File: src/rtl/sleep_seq.sv
module sleep_seq #(
  parameter int SEQ_CYCLES  = 2,
  parameter int SYNC_STAGES = 2
) (
  input  logic clk,
  input  logic rst_n,
  input  logic sleep_req,
  input  logic chip_sel,
  input  logic acc_pend,
  output logic asleep,
  output logic access_ok,
  output logic abort_flag,
  output logic sel_err,
  output logic rec_err
);
  localparam int CW = $clog2(SEQ_CYCLES + 1);

  typedef enum logic [1:0] {AWAKE, ENTERING, ASLEEP, EXITING} st_t;

  st_t                    st;
  logic [CW-1:0]          cnt;
  logic [SYNC_STAGES-1:0] sync_q;
  logic                   req_s, done;

  assign req_s = sync_q[SYNC_STAGES-1];
  assign done  = (cnt == CW'(SEQ_CYCLES - 1));

  always_ff @(posedge clk or negedge rst_n)
    if (!rst_n) sync_q <= '0;
    else        sync_q <= {sync_q[SYNC_STAGES-2:0], sleep_req};

  always_ff @(posedge clk or negedge rst_n) begin
    if (!rst_n) begin
      st         <= AWAKE;
      cnt        <= '0;
      abort_flag <= 1'b0;
      sel_err    <= 1'b0;
      rec_err    <= 1'b0;
    end else begin
      abort_flag <= 1'b0;
      sel_err    <= 1'b0;
      rec_err    <= (st == EXITING) && chip_sel;
      case (st)
        AWAKE: if (req_s) begin
          st         <= ENTERING;
          cnt        <= '0;
          abort_flag <= acc_pend;
          sel_err    <= chip_sel;
        end
        ENTERING: if (done) st <= ASLEEP; else cnt <= cnt + 1'b1;
        ASLEEP: if (!req_s) begin
          st  <= EXITING;
          cnt <= '0;
        end
        EXITING: if (done) st <= AWAKE; else cnt <= cnt + 1'b1;
        default: st <= AWAKE;
      endcase
    end
  end

  assign asleep    = (st == ASLEEP);
  assign access_ok = (st == AWAKE);

  a_r5_no_access_asleep: assert property (@(posedge clk) disable iff (!rst_n)
    asleep |-> !access_ok);
  a_r3_sleep_from_entry: assert property (@(posedge clk) disable iff (!rst_n)
    $rose(asleep) |-> $past(st) == ENTERING);
  a_r9_wake_from_exit: assert property (@(posedge clk) disable iff (!rst_n)
    $rose(access_ok) |-> $past(st) == EXITING);
  a_r6_abort_at_entry: assert property (@(posedge clk) disable iff (!rst_n)
    abort_flag |-> (st == ENTERING && $past(st) == AWAKE));
  a_r7_selerr_at_entry: assert property (@(posedge clk) disable iff (!rst_n)
    sel_err |-> (st == ENTERING && $past(st) == AWAKE));
  a_r8_recerr_in_exit: assert property (@(posedge clk) disable iff (!rst_n)
    rec_err |-> $past(st) == EXITING);
  a_r2_entry_needs_req: assert property (@(posedge clk) disable iff (!rst_n)
    $fell(access_ok) |-> $past(req_s));
endmodule

File: config.mk
export PLATFORM = sky130hd
export DESIGN_NAME = sleep_seq
export DESIGN_NICKNAME = d
export VERILOG_FILES = /design/src/rtl/sleep_seq.sv
export SDC_FILE = /design/constraint.sdc
export NUM_CORES = 1
export LEC_CHECK = 0
export BUFFER_PORTS_ARGS = -buffer_cell sky130_fd_sc_hd__clkbuf_2
export CORE_AREA = 4 4 41 43
export CTS_BUF_LIST = sky130_fd_sc_hd__clkbuf_4 sky130_fd_sc_hd__clkbuf_8 sky130_fd_sc_hd__clkbuf_16
export CTS_CLUSTER_DIAMETER = 120
export DETAILED_ROUTE_END_ITERATION = 6
export DIE_AREA = 0 0 45 47
export SLEW_MARGIN = 20
export SYNTH_ARGS = -nofsm -noshare
export SYNTH_HDL_FRONTEND = slang
export SYNTH_SLANG_ARGS = --single-unit
export TNS_END_PERCENT = 5
File: constraint.sdc
create_clock -name clk -period 1.4 [get_ports clk]
set_input_delay 0.28 -clock clk [delete_from_list [all_inputs] [get_ports clk]]
set_output_delay 0.28 -clock clk [all_outputs]
set_load 0.1 [all_outputs]
==> metrics.md <==
| Metric | Value |
|---|---|
| Initial core utilization | 33.85% |
| Least-Margin Pin Slew | 279.5 ps |
| Most frequent cell after synthesis | dfrtp_1 |
| Die area | 0.002115 sq mm |
| Slowest cell on the critical path | dfrtp_1 |
| Post-synth top area share | 51.14% |
| Worst r2r src | st[0] |
| Post-route setup slack | -69.70 ps |
| # nets final | 70 |
| GRT overflow | 0 |
| Cell taking the most area after synthesis | dfrtp_1 |
| Die H | 47 um |
| Final period util | 105.0% |
| Pre-CTS setup slack | -38.89 ps |
| 1st-iter DRT viols | 5 |
| Final setup fails | 3 |
| Pins Over Slew Limit | 0 |
| Number of port buffers | 9 |
| Layout cells sized above 1 | 55.17% |
| Hold_sp | sleep_req |
| Final Util | 52.21% |
| GRT Util Overall | 10.29% |
| Via count | 334 |
| Max-cap violation count | 0 |
| # rows | 13 |
| Worst relative slew slack | 81.52% |
| GPL Wtd Cong | 0.7328 |
| Hold WS | 125.6 ps |
| Fmax achieved | 0.6804 GHz |
| Synth unique cells | 18 |
| Setup crit start kind | flip-flop |
| Worst path cell trace | inv_2 -> ha_4 -> buf_6 -> buf_12 |
| Sequential area share after synthesis | 51.14% |
| Die X | 45 um |
| Cts bufs inserted | 3 |
| Largest net degree at the start of global routing | 10 |
| Clock-pin slew on the worst setup and hold paths | 60 ps |
| CTS tree | yes |
| Worst path max stage delay | 400 ps |
| Worst hold stages | 1 |
| P&R area growth vs syn | 54.26% |
| Vias per inst | 4.575 |
| WP data required | 1120 ps |
| Mean Syn Cell Area | 11.90 sq um |
| Failing checks | setup timing |
| Tmin final | 1470 ps |
| Post-Place Cells | 63 |
| Clock Skews | 0.6246 ps |
| Hold Path Class | in2reg |
| Final hold viol count | 0 |
| R2r worst-path depth | 6 |
| Synth cell count leaders | dfrtp_1 (9), ha_1 (6), inv_1 (3), nor2_1 (3) |
| Synth Register Bits | 9 |
| DP HPWL | 618.4 um |
| Clk Latency, worst-skew pair | 260 ps |
| Synth Cell Area | 440.4 sq um |
| Antenna Nets Post-Route | 0 |
| CP endpoint kind | primary output |
| CP Launch Point | st[0] |
| H-Tree Depth | 1 |
| Status | finished with violations |
| Initial antenna violation count | 0 |
| Core Area | 0.001301 sq mm |
| Mapped Cells | 37 |
| Fin cells | 73 |
| Synthesized Nets | 48 |
| FILL cells | 121 |
| Largest cells by area after synthesis | dfrtp_1 (51%), ha_1 (17%), and3_2 (3.4%) |
| Number of flops mapped to enable cells by yosys | 0 |
| Critical path data arrival time | 1190 ps |
| First-pass GRT wire length | 1.449 mm |
| Final wirelength | 831 um |
| IO Count | 10 |
| Clk buf depth | 2 |
| Drt wl/cell | 11.38 um |
| Root Buffer | clkbuf_4 |
| Vias in the first global route | 347 |
| DR DRC count | 0 |
| Async set-or-reset flop fraction in the synthesized netlist | 100.0% |
| Ant. Diodes | 0 |
| Predominant post-synthesis flop cell | dfrtp_1 |
| RSZ-0062 raised after global routing | yes |
| Critical path type | reg2out |
| Crit Path Max Fanout | 3 |
| Synthesis Warnings | 0 |
| Sink Count | 9 |
| Drt pass-1 iters | 2 |
## cell type report
cell class              count  area, sq um  area share [%]
repair buffers             17        148.9           21.92
clock buffers               4        30.03           4.420
multi-input cells          25        244.0           35.91
flip-flops and latches      9        226.5           33.33
inverters                   3        11.26           1.657
well taps                  15        18.77           2.762
## flip-flops by register name (all words and copies together), names as in the netlist
| register | count |
|---|---|
| sync_q | 2 |
| abort_flag | 1 |
| rec_err | 1 |
| sel_err | 1 |
| st | 2 |
| cnt | 2 |
## cell usage in the layout, fill, tap and decap left out, types with 2 or more instances in the layout
cell type / n
buf_12: 2
and3_2: 2
dfrtp_1: 8
nor2_1: 3
buf_4: 9
inv_2: 2
a21oi_1: 2
clkbuf_2: 4
ha_1: 3
clkbuf_4: 4
ha_4: 2
## stage by stage
step	instance area (sq um)	setup TNS, ps
global placement	590.6	-30.12
global route	679.4	-430.1
detailed placement	590.6	-38.89
CTS	671.9	-140.5
floorplan	474.2	-113.3
finish	679.4	-162.9
## cells by family (layout without fill, tap and decap cells)
| family | count (synthesis) | count (layout) | synth area share (%) |
|---|---|---|---|
| simple gates | 10 | 10 | 12.22 |
| flops | 9 | 9 | 51.14 |
| compound gates | 7 | 7 | 10.51 |
| fa+ha+maj | 6 | 6 | 17.05 |
| buf+inv | 3 | 24 | 2.557 |
| mux | 2 | 2 | 6.532 |
## path summary, 6_finish.rpt
| path | slack (ps) | endpoint |
|---|---|---|
| worst min register to register | 350 | sync_q[1] |
| worst min-delay path | 130 | sync_q[0] |
| worst max register to register | -50 | cnt[0] |
| worst max-delay path | -70 | asleep |
| min in group asynchronous | 400 | sync_q[1] |
| max in group asynchronous | 790 | st[1] |
## metal layers
metal  global-route usage (%)  up-vias  wire (um)
met3                    6.130        3         72
met4                    6.433        0         14
met5                        0        -          0
li1                         -      168          -
met1                    10.51      151        349
met2                    16.10       12        395
## repair_timing
item | 4_1_cts | 5_1_grt
gates resized for setup | 5 | 0
hold endpoints to repair | 9 | 0
setup endpoints to repair | 4 | 6
buffers inserted | 5 | 1
pin swaps | 2 | 0
hold buffers | 1 | 0
## worst max-delay path: cells and delay by family (launching register included)
family | cells | cell delay, ps
adders and majority gates | 1 | 150
buffers and inverters | 3 | 370
DFF | 1 | 400
Power is left out: the tool's default activity adds up to more than one toggle a clock period on the data nets, which glitch-free logic cannot reach.
